File: src/rtl/rlc_pkg.sv
package rlc_pkg;
  typedef enum logic [2:0] {
    ST_ACC  = 3'd0,  // collecting input, nothing on the output
    ST_CMD  = 3'd1,  // presenting a run-count command
    ST_DAT  = 3'd2,  // presenting the byte of a run
    ST_CHAN = 3'd3,  // presenting a channel address command
    ST_RAW  = 3'd4   // presenting a raw pass-through byte
  } rlc_state_e;
endpackage

File: src/rtl/rlc_match.sv
module rlc_match #(
  parameter int CNT_W = 7
) (
  input  logic [CNT_W:0]   cur_byte,
  input  logic [CNT_W:0]   new_byte,
  input  logic [CNT_W-1:0] reps_m1,
  output logic             extend
);
  localparam logic [CNT_W-1:0] REPS_FULL = {CNT_W{1'b1}};

  // A new byte joins the run only if it matches and the count can still grow.
  assign extend = (new_byte == cur_byte) && (reps_m1 != REPS_FULL);
endmodule

File: src/rtl/rlc_encode.sv
module rlc_encode
  import rlc_pkg::*;
#(
  parameter int CNT_W = 7
) (
  input  rlc_state_e       state,
  input  logic [CNT_W-1:0] reps_m1,
  input  logic [CNT_W:0]   cur_byte,
  input  logic [CNT_W-1:0] chan_q,
  input  logic [CNT_W:0]   raw_q,
  output logic             item_valid,
  output logic [CNT_W:0]   item_data,
  output logic             item_is_data
);
  always_comb begin
    item_valid   = 1'b1;
    item_is_data = 1'b1;
    item_data    = cur_byte;
    unique case (state)
      ST_CMD: begin
        item_is_data = 1'b0;
        item_data    = {1'b0, reps_m1};
      end
      ST_CHAN: begin
        item_is_data = 1'b0;
        item_data    = {1'b1, chan_q};
      end
      ST_RAW:  item_data  = raw_q;
      ST_DAT:  item_data  = cur_byte;
      default: item_valid = 1'b0;
    endcase
  end
endmodule

File: src/rtl/rlc_compressor.sv
module rlc_compressor
  import rlc_pkg::*;
#(
  parameter int CNT_W = 7
) (
  input  logic             clk,
  input  logic             rst_n,
  input  logic             compress_en,
  input  logic             in_valid,
  output logic             in_ready,
  input  logic [CNT_W:0]   in_data,
  input  logic             in_last,
  input  logic             chan_valid,
  output logic             chan_ready,
  input  logic [CNT_W-1:0] chan_addr,
  output logic             out_valid,
  input  logic             out_ready,
  output logic [CNT_W:0]   out_data,
  output logic             out_is_data
);
  localparam int          BYTE_W  = CNT_W + 1;
  localparam logic [CNT_W-1:0] REPS_ONE  = {{(CNT_W-1){1'b0}}, 1'b1};
  localparam logic [CNT_W-1:0] REPS_ZERO = '0;

  rlc_state_e        state;
  logic [BYTE_W-1:0] cur_byte, nxt_byte, raw_q;
  logic [CNT_W-1:0]  reps_m1, chan_q;
  logic              have_run, nxt_pend, nxt_last;
  logic              extend, in_fire, chan_fire;
  rlc_state_e        flush_st;

  rlc_match #(.CNT_W(CNT_W)) u_match (
    .cur_byte (cur_byte),
    .new_byte (in_data),
    .reps_m1  (reps_m1),
    .extend   (extend)
  );

  rlc_encode #(.CNT_W(CNT_W)) u_encode (
    .state        (state),
    .reps_m1      (reps_m1),
    .cur_byte     (cur_byte),
    .chan_q       (chan_q),
    .raw_q        (raw_q),
    .item_valid   (out_valid),
    .item_data    (out_data),
    .item_is_data (out_is_data)
  );

  // An address waits for the end of a run. A pending run must leave before raw bytes.
  assign chan_ready = (state == ST_ACC) && chan_valid && !have_run;
  assign in_ready   = (state == ST_ACC) && !(chan_valid && !have_run)
                      && !(have_run && !compress_en);
  assign in_fire    = in_valid && in_ready;
  assign chan_fire  = chan_valid && chan_ready;
  // A lone byte skips the count command.
  assign flush_st   = (reps_m1 == REPS_ZERO) ? ST_DAT : ST_CMD;

  always_ff @(posedge clk) begin
    if (!rst_n) begin
      state    <= ST_ACC;
      cur_byte <= '0;
      nxt_byte <= '0;
      raw_q    <= '0;
      reps_m1  <= '0;
      chan_q   <= '0;
      have_run <= 1'b0;
      nxt_pend <= 1'b0;
      nxt_last <= 1'b0;
    end else begin
      unique case (state)
        ST_ACC: begin
          if (chan_fire) begin
            chan_q <= chan_addr;
            state  <= ST_CHAN;
          end else if (in_fire) begin
            if (!compress_en) begin
              raw_q <= in_data;
              state <= ST_RAW;
            end else if (!have_run) begin
              cur_byte <= in_data;
              reps_m1  <= REPS_ZERO;
              have_run <= 1'b1;
              if (in_last) state <= ST_DAT;
            end else if (extend) begin
              reps_m1 <= reps_m1 + REPS_ONE;
              if (in_last) state <= ST_CMD;
            end else begin
              nxt_byte <= in_data;
              nxt_last <= in_last;
              nxt_pend <= 1'b1;
              state    <= flush_st;
            end
          end else if (have_run && !compress_en) begin
            state <= flush_st;
          end
        end
        ST_CMD: if (out_ready) state <= ST_DAT;
        ST_DAT: begin
          if (out_ready) begin
            if (nxt_pend) begin
              cur_byte <= nxt_byte;
              reps_m1  <= REPS_ZERO;
              nxt_pend <= 1'b0;
              state    <= nxt_last ? ST_DAT : ST_ACC;
            end else begin
              have_run <= 1'b0;
              state    <= ST_ACC;
            end
          end
        end
        ST_CHAN, ST_RAW: if (out_ready) state <= ST_ACC;
        default: state <= ST_ACC;
      endcase
    end
  end

  // a refused item holds still
  assert_hold_R8: assert property (@(posedge clk) disable iff (!rst_n)
    out_valid && !out_ready |=> out_valid && $stable(out_data) && $stable(out_is_data));
  // nothing enters while an item waits
  assert_no_accept_busy_R8: assert property (@(posedge clk) disable iff (!rst_n)
    out_valid |-> !in_ready && !chan_ready);
  // a count command never carries zero
  assert_count_nonzero_R3: assert property (@(posedge clk) disable iff (!rst_n)
    out_valid && !out_is_data && !out_data[CNT_W] |-> out_data[CNT_W-1:0] != '0);
  // a count command is followed directly by its data byte
  assert_count_then_data_R10: assert property (@(posedge clk) disable iff (!rst_n)
    out_valid && out_ready && !out_is_data && !out_data[CNT_W] |=> out_valid && out_is_data);
  // an accepted address appears next as a marked command
  assert_chan_cmd_R6: assert property (@(posedge clk) disable iff (!rst_n)
    chan_valid && chan_ready |=> out_valid && !out_is_data && out_data[CNT_W]
                                 && out_data[CNT_W-1:0] == $past(chan_addr));
  // a raw byte appears next, unchanged
  assert_raw_pass_R7: assert property (@(posedge clk) disable iff (!rst_n)
    in_valid && in_ready && !compress_en |=> out_valid && out_is_data
                                             && out_data == $past(in_data));
endmodule

File: config.mk
export PLATFORM = sky130hd
export DESIGN_NAME = rlc_compressor
export DESIGN_NICKNAME = d
export VERILOG_FILES = /design/src/rtl/rlc_pkg.sv /design/src/rtl/rlc_match.sv /design/src/rtl/rlc_encode.sv /design/src/rtl/rlc_compressor.sv
export SDC_FILE = /design/constraint.sdc
export NUM_CORES = 1
export LEC_CHECK = 0
export ABC_AREA = 1
export BUFFER_PORTS_ARGS = -buffer_cell sky130_fd_sc_hd__buf_2
export CAP_MARGIN = 20
export CORE_MARGIN = 4
export CORE_UTILIZATION = 61
export CTS_CLUSTER_DIAMETER = 150
export DETAILED_ROUTE_END_ITERATION = 16
export PLACE_DENSITY_LB_ADDON = 0.12
export RECOVER_POWER = 50
export SYNTH_ARGS = -nofsm -noshare
export SYNTH_HDL_FRONTEND = slang
export SYNTH_SLANG_ARGS = --single-unit
File: constraint.sdc
create_clock -name clk -period 4.4 [get_ports clk]
set_input_delay 0.66 -clock clk [delete_from_list [all_inputs] [get_ports clk]]
set_output_delay 0.66 -clock clk [all_outputs]
set_load 0.02 [all_outputs]
* Word level (Yosys, flattened, before mapping)
Index checks and enable logic that the tools add are counted.
** Word-level totals
- Bits of input ports :: 22
- Logic and storage cells :: 107
- Output and inout bits :: 12
- Register bits :: 44
** Operators by class
- Bitwise logic cells :: 3
- Muxes and demuxes :: 46
- Equality and inequality tests :: 21
- Reductions and logical operators :: 27
- Add/sub/neg operators :: 1
** Operators with widths (number)
- 2-to-1 mux 7 bit :: 7
- 2-to-1 mux 8 bit :: 6
- 2-to-1 mux 3 bit :: 11
- one-hot mux 8 bit (3 select lines) :: 1
- != test 2 bit (second input constant) :: 11
- AND reduction 7 bit :: 3
- AND reduction 6 bit :: 3
- one-hot mux 8 bit (2 select lines) :: 1
- one-hot mux 7 bit (2 select lines) :: 1
- 2-to-1 mux 1 bit :: 13
- != test 6 bit (second input constant) :: 2
- one-hot mux 3 bit (4 select lines) :: 1
- logical AND 1 bit :: 9
- == test 8 bit :: 1
- adder 7 x 1 -> 7 bit (second input constant) :: 1
- logical NOT 7 bit :: 1
- != test 7 bit (second input constant) :: 1
- == test 3 x 2 -> 1 bit (second input constant) :: 2
- 2-to-1 mux 2 bit :: 3
- logical NOT 1 bit :: 4
- != test 4 x 3 -> 1 bit (second input constant) :: 1
- one-hot mux 1 bit (2 select lines) :: 2
- AND reduction 4 bit :: 1
- OR reduction 2 bit :: 2
- other kinds (8) :: 10

* Logic depth before layout (Yosys ltp)
- Depth in word-level cells :: 9
- Gate-level depth with buffers :: 14
- Depth with buffers taken out :: 14

* Modules after synthesis
A second synthesis with hierarchy kept.
** Second synthesis, totals
- Cell total of the unflattened synthesis :: 431
- Area total of the unflattened synthesis :: 2685.1 µm²
** By module, submodules not included
- rlc_compressor :: sequential area each 880.8 µm², area each 2159.6 µm², times used 1, cells an instance 317
- rlc_encode :: sequential area each 0.0 µm², area each 352.8 µm², times used 1, cells an instance 73
- rlc_match :: sequential area each 0.0 µm², area each 172.7 µm², times used 1, cells an instance 41

* Worst setup path before layout
Ideal clock, no wire load.
- Path type :: register to output
- Start point :: reg state[2]
- End point :: out out_data[7]
- Slack :: 2.447 ns
- Buffers on the path :: 0
- Arrival :: 1.293 ns
- Data required time :: 3.740 ns
- Cell stages (with the launch flop) :: 7
- Cell sequence :: dfxtp_1 inv_1 nor2_1 inv_1 nand2_1 inv_1 a221o_1
** Between the ends
- Word-level cells in the longest chain between the ends :: 2
- Elaborated cells on any way between the ends :: 4
- Those cells by class :: eq/ne: 3; mux: 1
** RTL lines
- start, declared :: RTL line rlc_compressor.sv:25 : rlc_state_e state;
- start signal, assigned :: RTL line rlc_compressor.sv:92 : state <= flush_st;
- start signal, assigned :: RTL line rlc_compressor.sv:95 : state <= flush_st;
- start signal, assigned :: RTL line rlc_compressor.sv:105 : state <= nxt_last ? ST_DAT : ST_ACC;
- == test 3 bit, or another cell as far along :: RTL line rlc_encode.sv:19 : unique case (state)
- one-hot mux 8 bit (3 select lines) * :: RTL line rlc_encode.sv:19
- end, declared :: RTL line rlc_compressor.sv:18 : output logic [CNT_W:0] out_data,
Mark *: on every way between the ends. The rest lies on a longest branch, timed or not.

* Worst setup path in the final report
- Start point :: reg state[1]
- End point :: out out_valid
** Between the ends
- Word-level cells in the longest chain between the ends :: 3
- Elaborated cells on any way between the ends :: 6
- Those cells by class :: eq/ne: 4; mux: 1; reduce/logical: 1
** RTL lines
- == test 3 x 2 -> 1 bit, or another cell as far along :: RTL line rlc_encode.sv:19
- OR reduction 4 bit (no source line) *
- 2-to-1 mux 1 bit * :: RTL line rlc_encode.sv:19
- end, declared :: RTL line rlc_compressor.sv:16 : output logic out_valid,
Marks and branches as above.

==> summary.md <==
| Metric | Value |
|---|---|
| Outcome | `finished with violations` |
| Failing checks | `max-capacitance violations` |
| Crit path required time | `3.74 ns` |
| Die area | `4951 sq um` |
| Fill cells | `344` |
| Post-place instance area | `2540 sq um` |
| Syn Nets | `370` |
| YS warnings | `0` |
| Skew-Pair Late Insertion Delay | `0.30 ns` |
| Initial DRT Pass Iterations | `5` |
| Post-DP HPWL | `4517 microns` |
| Clk buf depth | `2` |
| Setup Skew | `0.01219 ns` |
| Peak supply drop | `0.0002807 V` |
| TritonCTS buffer count | `5` |
| Synthesized instance count | `346` |
| CTS tree | `built` |
| DRC | `0` |
| RSZ-0062 raised after global routing | `false` |
| FFs w/ async S/R, synth | `0%` |
| Post-synthesis cell area | `2372 sq um` |
| Dpl cells | `418` |
| Slew headroom | `1.261%` |
| GPL Wtd Cong | `0.8781` |
| Slew @ Worst Pin | `1.470 ns` |
| Via/cell ratio | `5.669` |
| Most frequent cells in the layout | `nand2_1 (79), nor2_1 (46), dfxtp_1 (44)` |
| Vias in the first global route | `2235` |
| Avg Inst Size Synth | `6.856 sq um` |
| Top delay family on crit path | `simple AND/OR/NAND/NOR gates` |
| Worst path cell trace | `inv_2 > nor3_1 > inv_1 > nand2_1 > buf_2` |
| Grt ovf | `0` |
| R2R Setup Slk | `1.27 ns` |
| Most used DFF post-synth | `dfxtp_1` |
| Buffer type at the clock tree root | `clkbuf_8` |
| Starting Density | `63.84%` |
| Std cell rows | `22` |
| Hold Path Class | `reg2reg` |
| H-tree depth | `2` |
| Final WL | `6227 microns` |
| Port bufs | `33` |
| Post-synth EDFFs | `0` |
| CP Capture Type | `output port` |
| Setup TNS | `0 ns` |
| Largest net degree at the start of global routing | `26` |
| #FFs+latches synth | `44` |
| Total GRT Usage | `26.13%` |
| Worst setup path category | `reg2out` |
| Post-CTS sizing | `0` |
| I/O pin cnt | `34` |
| Nets | `401` |
| WP data arrival | `2.73 ns` |
| Layout cell share with drive strength beyond 1 | `12.96%` |
| Final hold violations | `0` |
| Initial antenna violation count | `0` |
| Post-route ant nets | `0` |
| Drt wl/cell | `14.62 microns` |
| Post-place setup slack | `1.905 ns` |
| Clock slew at reported path FFs | `0.08 ns` |
| Vias | `2415` |
| Final Non-Filler Cells | `426` |
| Yosys top cell area share | `37.13%` |
| Clock sinks | `44` |
| Largest cells by area after synthesis | `dfxtp_1 (37%), nand2_1 (12%), nor2_1 (6.8%), o21ai_0 (6.5%), inv_1 (6.0%)` |
| Post-CTS Hold Fix Bufs | `0` |
| Leakage | `1.132 nW` |
| Crit-path slowest cell | `nor3_1` |
| Die W | `70.36 microns` |
| Final setup viols | `0` |
| Sequential fraction of the synthesis area | `37.13%` |
| Fin crit share | `77.06%` |
| Final hold slack | `0.4637 ns` |
| Critical-path maximum fanout | `14` |
| Core Footprint | `3716 sq um` |
| Number of setup buffers added after CTS | `0` |
| Drt initial violations | `257` |
| Slew Limit Fails | `0` |
| Vert. Die Dim | `70.36 microns` |
| First-pass GRT wire length | `10380 microns` |
| Antenna Cells | `0` |
| Max incr delay on CP | `1.11 ns` |
| Buf/Inv on CP | `3` |
| Fin area | `2611 sq um` |
| Number of max-cap violations | `1` |
| Area Growth Syn to Fin | `10.07%` |
| Library cells used by synthesis | `38` |
| Final WS setup | `1.009 ns` |
| Fmax | `0.2949 GHz` |
| Tmin final | `3.391 ns` |
| Most common cell after layout, fill and taps aside | `nand2_1` |
| CP startpoint kind | `flop` |
| P per Cell Area | `549.4 nW/um^2` |
| Leading area contributor after synthesis | `dfxtp_1` |
==> metrics by stage <==
stage / total power [mW] / util [%]
after CTS: 1.453 / 71.62
after global placement: 1.111 / 68.35
after global routing: 1.536 / 70.27
after floorplan: 0.9911 / -
after detailed placement: 1.125 / 68.35
final: 1.435 / 70.27
==> cell usage after synthesis, types with 2 or more instances <==
| cell | n |
|---|---|
| nor2_1 | 43 |
| nor3_4 | 3 |
| nor4_1 | 2 |
| inv_2 | 4 |
| a211oi_1 | 4 |
| nand2_1 | 76 |
| xnor2_1 | 5 |
| nand4_1 | 2 |
| clkbuf_1 | 4 |
| buf_6 | 3 |
| nor2_2 | 3 |
| ha_1 | 2 |
| o21ai_1 | 2 |
| nor3_2 | 2 |
| a21oi_1 | 26 |
| dfxtp_1 | 44 |
| o22ai_1 | 4 |
| nand2_2 | 5 |
| inv_1 | 38 |
| o2111ai_1 | 2 |
| nor3_1 | 10 |
| nand3_1 | 15 |
| nor2_4 | 2 |
| o21ai_0 | 31 |
==> final timing paths <==
path                     from           to  cells past startpoint
setup reg to reg     state[1]   reps_m1[4]                      7
setup / recovery     state[1]    out_valid                      5
hold / removal    nxt_byte[2]  nxt_byte[2]                      2
hold reg to reg   nxt_byte[2]  nxt_byte[2]                      2
==> per-layer routing <==
| metal | vias to the layer above | GRT usage (%) | routed length, microns | part of all wire, % |
|---|---|---|---|---|
| met2 | 95 | 42.00 | 2994 | 48 |
| met5 | - | 0 | 0 | 0 |
| li1 | 1193 | - | - | - |
| met4 | 0 | 8.936 | 108 | 1.7 |
| met1 | 1117 | 35.05 | 2682 | 43 |
| met3 | 10 | 4.748 | 441 | 7.1 |
==> area by class of cell <==
cell class	instances	area, sq um	area share [%]
Inverter	43	161.4	6.181
Multi-Input combinational cell	250	1225	46.91
Timing Repair Buffer	33	162.7	6.229
Tap cell	48	60.06	2.300
Clock buffer	6	82.58	3.162
Sequential cell	44	880.8	33.73
Clock inverter	2	38.79	1.485
==> state kept, by name (all words and copies together), names as in the netlist <==
name      cells
nxt_pend      1
nxt_byte      8
cur_byte      8
chan_q        7
have_run      1
state         3
raw_q         8
nxt_last      1
reps_m1       7
==> tightest hold or removal path: cells and delay by family (launching register included) <==
| kind | cells | cell delay, ns |
|---|---|---|
| compound gates | 1 | 0.05 |
| flops | 1 | 0.31 |
| simple gates | 1 | 0.06 |
==> kinds of logic after synthesis <==
family                   Yosys count  synth area share (%)
AND/OR/NAND/NOR                  166                 32.28
AO/OA/AOI/OAI                     76                 18.09
buffers and inverters             52                 9.229
flip-flops                        44                 37.13
XOR/XNOR                           6                 2.215
adder cells (fa/ha/maj)            2                 1.055
==> power by group <==
part / switching (mW) / total, mW / internal, mW
logic: 0.415 / 0.584 / 0.169
registers: 0.0517 / 0.524 / 0.472
clock network: 0.142 / 0.327 / 0.186
total: 0.608 / 1.43 / 0.827
(Power assumes the default switching activity.)
